**src/rtl/orc_pkg.sv**
```systemverilog
package orc_pkg;

    localparam int LEN_A_DEF = 4;
    localparam int LEN_B_DEF = 6;

    // How a user's window is split into the two decision classes.
    typedef enum logic {
        RULE_HALF   = 1'b0,  // early half decides 1, late half decides 0
        RULE_PARITY = 1'b1   // odd positions (1-based) decide 1
    } rule_e;

    typedef struct packed {
        logic valid;
        logic bitv;
        logic err;
    } decision_t;

    // Least common multiple of two block lengths: the frame length.
    function automatic int frame_len(input int a, input int b);
        int r;
        r = a * b;
        for (int m = a * b; m >= 1; m--) begin
            if ((m % a == 0) && (m % b == 0)) r = m;
        end
        return r;
    endfunction

    // Chip value for data bit bitv at zero-based position pos of a block.
    function automatic logic code_chip(input rule_e rule, input logic bitv,
                                       input int pos, input int len);
        logic late;
        if (rule == RULE_HALF) late = (pos >= len / 2);
        else                   late = (pos % 2 == 1);
        return late ~^ bitv;
    endfunction

    // Decision for a first zero found at zero-based position pos.
    function automatic logic decide(input rule_e rule, input int pos, input int len);
        if (rule == RULE_HALF) return (pos < len / 2);
        return (pos % 2 == 0);
    endfunction

endpackage

```
**src/rtl/orc_frame_timer.sv**
```systemverilog
module orc_frame_timer
    import orc_pkg::*;
#(
    parameter int LEN_A = LEN_A_DEF,
    parameter int LEN_B = LEN_B_DEF,
    localparam int FRAME = frame_len(LEN_A, LEN_B),
    localparam int CW    = $clog2(FRAME),
    localparam int PAW   = $clog2(LEN_A),
    localparam int PBW   = $clog2(LEN_B)
) (
    input  logic           clk,
    input  logic           rst,
    output logic [PAW-1:0] pos_a,
    output logic [PBW-1:0] pos_b,
    output logic [PAW-1:0] pos_a_q,
    output logic [PBW-1:0] pos_b_q,
    output logic           live
);

    logic [CW-1:0] frame;

    assign pos_a = PAW'(int'(frame) % LEN_A);
    assign pos_b = PBW'(int'(frame) % LEN_B);

    always_ff @(posedge clk) begin
        if (rst) begin
            frame   <= '0;
            pos_a_q <= '0;
            pos_b_q <= '0;
            live    <= 1'b0;
        end else begin
            frame   <= (frame == CW'(FRAME - 1)) ? '0 : frame + 1'b1;
            pos_a_q <= pos_a;
            pos_b_q <= pos_b;
            live    <= 1'b1;
        end
    end

endmodule

```
**src/rtl/orc_chip_encoder.sv**
```systemverilog
module orc_chip_encoder
    import orc_pkg::*;
#(
    parameter int    LEN  = LEN_A_DEF,
    parameter rule_e RULE = RULE_HALF,
    localparam int   PW   = $clog2(LEN)
) (
    input  logic          clk,
    input  logic          rst,
    input  logic [PW-1:0] pos,
    input  logic          in_valid,
    input  logic          in_data,
    output logic          in_ready,
    output logic          chip
);

    logic held;
    logic cur_bit;

    assign in_ready = (pos == '0);
    assign cur_bit  = in_ready ? (in_valid & in_data) : held;

    always_ff @(posedge clk) begin
        if (rst) begin
            held <= 1'b0;
            chip <= 1'b0;
        end else begin
            held <= cur_bit;
            chip <= code_chip(RULE, cur_bit, int'(pos), LEN);
        end
    end

endmodule

```
**src/rtl/orc_zero_decoder.sv**
```systemverilog
module orc_zero_decoder
    import orc_pkg::*;
#(
    parameter int    LEN  = LEN_A_DEF,
    parameter rule_e RULE = RULE_HALF,
    localparam int   PW   = $clog2(LEN)
) (
    input  logic          clk,
    input  logic          rst,
    input  logic          live,
    input  logic [PW-1:0] pos,
    input  logic          chip,
    output decision_t     dec
);

    logic          found;
    logic [PW-1:0] first_pos;
    logic          hit;
    logic          cur_found;
    logic [PW-1:0] cur_pos;
    logic          last;

    assign hit       = live & ~chip & ~found;
    assign cur_found = found | hit;
    assign cur_pos   = found ? first_pos : pos;
    assign last      = live && (pos == PW'(LEN - 1));

    always_ff @(posedge clk) begin
        if (rst) begin
            found     <= 1'b0;
            first_pos <= '0;
            dec       <= '0;
        end else begin
            dec.valid <= last;
            dec.bitv  <= last && cur_found && decide(RULE, int'(cur_pos), LEN);
            dec.err   <= last && !cur_found;
            if (last) begin
                found <= 1'b0;
            end else if (hit) begin
                found     <= 1'b1;
                first_pos <= pos;
            end
        end
    end

endmodule

```
**src/rtl/orc_pair_codec.sv**
```systemverilog
module orc_pair_codec
    import orc_pkg::*;
#(
    parameter int LEN_A = LEN_A_DEF,
    parameter int LEN_B = LEN_B_DEF
) (
    input  logic clk,
    input  logic rst,
    input  logic a_in_valid,
    input  logic a_in_data,
    output logic a_in_ready,
    input  logic b_in_valid,
    input  logic b_in_data,
    output logic b_in_ready,
    output logic chan_out,
    input  logic chan_in,
    output logic a_out_valid,
    output logic a_out_bit,
    output logic a_out_err,
    output logic b_out_valid,
    output logic b_out_bit,
    output logic b_out_err
);

    localparam int PAW = $clog2(LEN_A);
    localparam int PBW = $clog2(LEN_B);

    logic [PAW-1:0] pos_a, pos_a_q;
    logic [PBW-1:0] pos_b, pos_b_q;
    logic           live;
    logic           chip_a, chip_b;
    decision_t      dec_a, dec_b;

    orc_frame_timer #(.LEN_A(LEN_A), .LEN_B(LEN_B)) u_timer (
        .clk(clk), .rst(rst),
        .pos_a(pos_a), .pos_b(pos_b),
        .pos_a_q(pos_a_q), .pos_b_q(pos_b_q),
        .live(live)
    );

    orc_chip_encoder #(.LEN(LEN_A), .RULE(RULE_HALF)) u_enc_a (
        .clk(clk), .rst(rst), .pos(pos_a),
        .in_valid(a_in_valid), .in_data(a_in_data),
        .in_ready(a_in_ready), .chip(chip_a)
    );

    orc_chip_encoder #(.LEN(LEN_B), .RULE(RULE_PARITY)) u_enc_b (
        .clk(clk), .rst(rst), .pos(pos_b),
        .in_valid(b_in_valid), .in_data(b_in_data),
        .in_ready(b_in_ready), .chip(chip_b)
    );

    assign chan_out = chip_a | chip_b;

    orc_zero_decoder #(.LEN(LEN_A), .RULE(RULE_HALF)) u_dec_a (
        .clk(clk), .rst(rst), .live(live), .pos(pos_a_q),
        .chip(chan_in), .dec(dec_a)
    );

    orc_zero_decoder #(.LEN(LEN_B), .RULE(RULE_PARITY)) u_dec_b (
        .clk(clk), .rst(rst), .live(live), .pos(pos_b_q),
        .chip(chan_in), .dec(dec_b)
    );

    assign a_out_valid = dec_a.valid;
    assign a_out_bit   = dec_a.bitv;
    assign a_out_err   = dec_a.err;
    assign b_out_valid = dec_b.valid;
    assign b_out_bit   = dec_b.bitv;
    assign b_out_err   = dec_b.err;

endmodule

```
**config.mk**
```make
export PLATFORM = sky130hd
export DESIGN_NAME = orc_pair_codec
export DESIGN_NICKNAME = d
export VERILOG_FILES = /design/src/rtl/orc_pkg.sv /design/src/rtl/orc_frame_timer.sv /design/src/rtl/orc_chip_encoder.sv /design/src/rtl/orc_zero_decoder.sv /design/src/rtl/orc_pair_codec.sv
export SDC_FILE = /design/constraint.sdc
export NUM_CORES = 1
export LEC_CHECK = 0
export BUFFER_PORTS_ARGS = -buffer_cell sky130_fd_sc_hd__buf_4
export CELL_PAD_IN_SITES_DETAIL_PLACEMENT = 2
export CELL_PAD_IN_SITES_GLOBAL_PLACEMENT = 2
export CORE_ASPECT_RATIO = 0.6
export CORE_MARGIN = 2
export CORE_UTILIZATION = 35
export CTS_CLUSTER_DIAMETER = 150
export DETAILED_ROUTE_END_ITERATION = 10
export PLACE_DENSITY_LB_ADDON = 0.2
export SYNTH_ARGS = -nofsm -noshare
export SYNTH_HDL_FRONTEND = slang
export SYNTH_SLANG_ARGS = --single-unit
```
**constraint.sdc**
```tcl
create_clock -name clk -period 4.7 [get_ports clk]
set_clock_uncertainty 0.15 [all_clocks]
set_input_delay 0.47 -clock clk [delete_from_list [all_inputs] [get_ports clk]]
set_output_delay 0.47 -clock clk [all_outputs]
set_load 0.01 [all_outputs]
```
# ---- Word-level counts from Yosys, hierarchy flattened
# Index checks and enable logic that the tools add are counted.
dict set report word_totals {
  ff_bits 25
  in_bits 7
  output_inout_bits 9
  elab_cells 69
}
dict set report op_classes {
  addsub 1
  div 1
  order_cmp 2
  eq_ne 3
  mux 10
  bitwise_logic 15
  n_reduce_logical 19
}
# operator n
set ops {}
lappend ops {{$logic_not 32->1} 2}
lappend ops {{$mod 5x4->32 const B} 1}
lappend ops {{$mux 1} 9}
lappend ops {{$logic_and 1x1->1} 8}
lappend ops {{$reduce_or 2->1} 3}
lappend ops {{$and 1x1->1} 5}
lappend ops {{$not 1->1} 5}
lappend ops {{$add 4x1->4 const B} 1}
lappend ops {{$eq 4x4->1 const B} 1}
lappend ops {{$reduce_and 2->1} 2}
lappend ops {{$eq 3x3->1 const B} 1}
lappend ops {{$logic_not 3->1} 1}
lappend ops {{$or 1x1->1} 3}
lappend ops {{$eq 2x2->1 const B} 1}
lappend ops {{$ge 2x2->1 const B} 1}
lappend ops {{$logic_not 1->1} 2}
lappend ops {{$logic_not 2->1} 1}
lappend ops {{$lt 2x2->1 const B} 1}
lappend ops {{$mux 2} 1}
lappend ops {{$xnor 1x1->1} 2}

# ---- Longest topological paths before layout
dict set report logic_depth {
  ltp_word 6
  mapped_depth 6
}

# ---- Modules after synthesis
# A second synthesis with hierarchy kept.
dict set report unflattened {
  hier_cells 113
  hier_area_um2 1074.8
}
# mod n_inst cells_each area_each_um2 seq_area_each_um2
set by_module_without_submodules {}
lappend by_module_without_submodules {orc_frame_timer 1 53 486.7 180.2}
lappend by_module_without_submodules {{orc_zero_decoder (u_dec_b)} 1 19 198.9 100.1}
lappend by_module_without_submodules {{orc_zero_decoder (u_dec_a)} 1 18 187.7 100.1}
lappend by_module_without_submodules {{orc_chip_encoder (u_enc_a)} 1 10 98.8 40.0}
lappend by_module_without_submodules {{orc_chip_encoder (u_enc_b)} 1 12 96.3 40.0}
lappend by_module_without_submodules {orc_pair_codec 1 1 6.3 0.0}

# ---- Least setup slack after synthesis
# OpenSTA, ideal clock, no wires.
dict set report synth_timing {
  path_kind {register to output}
  start {reg u_timer.frame[2]}
  end {out b_in_ready}
  t_arrival_ps 1258
  required_time_ps 4080
  path_slack_ps 2822
  path_stages_with_launch 5
  cell_sequence {dfxtp_1 clkbuf_1 ha_1 nand4bb_1 a311oi_2}
}
dict set report synth_via {
  elab_chain_len 2
}
# element line
set synth_rtl {}
lappend synth_rtl {{start: declaration} orc_frame_timer.sv:20} ;# logic [CW-1:0] frame;
lappend synth_rtl {{start signal: assignment} orc_frame_timer.sv:32} ;# frame <= (frame == CW'(FRAME - 1)) ? '0 : frame + 1'b1;
lappend synth_rtl {{$mod 5x4->32} orc_frame_timer.sv:23} ;# assign pos_b = PBW'(int'(frame) % LEN_B);
lappend synth_rtl {{$logic_not 3->1} orc_chip_encoder.sv:20} ;# assign in_ready = (pos == '0);
lappend synth_rtl {{end: declaration} orc_pair_codec.sv:14} ;# output logic b_in_ready,
# Every way passes these cells.

# ---- Final worst setup path
# Ends and elaborated chain as after synthesis.

==> reports/metrics.csv <==
stage,metric,value,unit
status,status,completed,
die,die_h,44.32,µm
power,seq_power_share,0.556,
placement,hpwl,1.770,mm
routing,wl_per_cell,16.45,µm
yosys,synth_area_leaders,"dfxtp_1 49%, nor2_1 5.5%, ha_1 5.3%",
sta,setup_violations,0,
finish,drive_above_1_share,0.1880,
placement,placed_cells,145,
global_route,grt_pass1_wl,4.071,mm
die,boundaryPins,16,
sta,finalCriticalPeriod,2.568,ns
cts,cts-resized-gates,0,
setup_path,worst-setup-path-type,flip-flop to primary output,
yosys,synth_top_area_cell,dfxtp_1,
yosys,synth_cell_types,30,
finish,num_antenna_cells,0,
finish,fin_area,1120,µm²
cts,clock_latency,0.26,ns
die,die_w,71.20,µm
job,cap_violations,0,
power,intPower,290.5,µW
setup_path,cp_data_required_time,4.08,ns
setup_path,worst_setup_path_end_kind,primary output,
die,std_cell_rows,14,
routing,ant_nets,0,
placement,numPortBuffers,15,
cts,cts_max_path_buffers,2,
yosys,synth_edf_count,0,
min_path,hp-class,flip-flop to flip-flop,
yosys,syn-cell-area,948.4,µm²
global_route,grt_usage,0.1759,
global_route,grt_max_degree,19,
finish,n_fill_cell,274,
yosys,synth-seq-area-share,0.4855,
yosys,synth.net_count,114,
routing,viasPerCell,5.161,
placement,gp_congestion,0.7625,
power,p_sw_frac,0.2535,
power,combinationalPowerShare,0.136,
power,power.switching,98.65,µW
routing,drc,0,
yosys,synthArstFlopShare,0,
yosys,synth-main-ff-cell,dfxtp_1,
yosys,yosys_warnings,0,
cts,clock-sinks,23,
sta,hold_ws,0.2809,ns
routing,dr.pass1.iters,4,
cts,postCtsSetupBuffers,0,
cts,tritoncts,built,
yosys,synth_top_area_share,0.4855,
die,dieArea,3156,µm²
sta,fmax,389.5,MHz
sta,finalMaxSlewViolations,0,
yosys,yosys.cell_count.top_type,dfxtp_1,
die,coreArea,2540,µm²
sta,setup_tns,0,ns
routing,wirelength,2.451,mm
power,vdd_drop_max,140.8,µV
power,cellLeakagePower,0.0004566,µW
setup_path,worstPathArrival,1.95,ns
global_route,grt_pass1_vias,793,
routing,num_vias,769,
cts,cts_hold_buffers,0,
global_route,antenna_found_initial,0,
setup_path,cp_max_fo,12,
yosys,synth.avg_cell_area,9.208,µm²
cts,cts_max_level,1,
yosys,ys_seq_elements,23,
placement,place_area,1075,µm²
cts,cts_buffers,3,
sta,tightest_slew,0.3879,ns
yosys,synth_cells,103,
cts,path_clk_slew,0.08,ns
cts,cts_root_buf,clkbuf_8,
finish,fin_nets,129,
global_route,grt.overflow.total,0,
sta,rsz0062_at_grt,no,
die,initial_core_util,0.3734,
sta,max_slew_margin,0.7410,
setup_path,start_kind,flip-flop,
sta,post-route-period-util,0.5463,
yosys,synthTopCellsByCount,"23 x dfxtp_1, 14 x nor2_1, 7 x a21oi_1, 7 x inv_1, 6 x nor3_1",
sta,hold_viol,0,
power,p_clk_frac,0.309,
finish,fin_cells,149,
finish,syn_to_final_growth,18.07,%
power,cellPowerDensity,347.6,nW/µm²
routing,first_iter_violations,18,
==> kinds of logic (layout without fill, tap and decap cells) <==
| group | count (synthesis) | count (layout) | share of synthesized area |
|---|---|---|---|
| fa+ha+maj | 4 | 4 | 0.05277 |
| xor+xnor | 2 | 2 | 0.01847 |
| flops | 23 | 23 | 0.4855 |
| mux | 1 | 1 | 0.01055 |
| compound gates | 20 | 20 | 0.1464 |
| simple gates | 41 | 41 | 0.2309 |
| buf+inv | 12 | 26 | 0.05541 |
==> final cells by class <==
class                           instances  area [µm²]  area share
Sequential cell                        23       460.4      0.4112
Multi-Input combinational cell         68       435.4      0.3888
Timing Repair Buffer                   15       112.6      0.1006
Clock buffer                            4       45.04     0.04022
Tap cell                               32       40.04     0.03575
Inverter                                7       26.28     0.02346
==> stage by stage <==
step,power (µW),util,setup WS [ns]
floorplan,252.0,-,2.822
global placement,269.2,0.4232,2.512
detailed placement,273.4,0.4232,2.408
CTS,396.1,0.4409,2.109
global route,412.0,0.4409,1.981
finish,389.2,0.4409,2.132
==> layer usage <==
metal,track usage,vias up,wire [µm]
li1,-,379,-
met1,0.2307,374,1179
met2,0.2852,14,1163
met3,0.05695,2,95
met4,0.04528,0,12
met5,0,-,0
==> registers in the layout (all words and copies together) (netlist names) <==
signal             cells
u_timer.frame          4
u_dec_a.dec            3
u_dec_b.dec            3
u_timer.pos_b_q        3
u_dec_a.first_pos      1
u_dec_a.found          1
u_dec_b.first_pos      1
u_dec_b.found          1
u_enc_a.chip           1
u_enc_a.held           1
u_enc_b.chip           1
u_enc_b.held           1
u_timer.live           1
u_timer.pos_a_q        1
==> final timing paths <==
path | startpoint | cells past startpoint | slack, ns | endpoint
max | u_timer.frame[2]$_SDFF_PP0_ | 4 | 2.13 | b_in_ready
min | u_dec_a.first_pos[1]$_SDFFE_PP0P_ | 1 | 0.28 | u_dec_a.dec[1]$_SDFF_PP0_
max reg2reg | u_timer.frame[2]$_SDFF_PP0_ | 5 | 2.67 | u_enc_b.chip$_SDFF_PP0_
min reg2reg | u_dec_a.first_pos[1]$_SDFFE_PP0P_ | 1 | 0.28 | u_dec_a.dec[1]$_SDFF_PP0_
==> power groups by stage <==
| stage | clock [µW] | sequential, µW | combinational [µW] |
|---|---|---|---|
| 2_1_floorplan | 0 | 216 | 36.2 |
| 3_3_place_gp | 0 | 219 | 49.7 |
| 3_5_place_dp | 0 | 220 | 53.0 |
| 4_1_cts | 126 | 216 | 54.1 |
| 5_1_grt | 135 | 218 | 59.4 |
| 6_report | 120 | 216 | 52.9 |
==> worst max-delay path, stage by stage, from the launching register on <==
cell and delay, ns:
dfxtp_1 0.56, ha_1 0.32, nand4bb_1 0.24, a311oi_2 0.38
buf_4 0.19
==> placed cells by master (no fill, tap or decap), types with 4 or more instances in the layout <==
master	count
nand2b_1	4
nor3_1	6
dfxtp_1	23
inv_1	7
a31oi_1	5
nor2_1	14
ha_1	4
a21oi_1	7
buf_4	15
nand2_1	4
No activity file was read; power rests on OpenSTA's default activity.
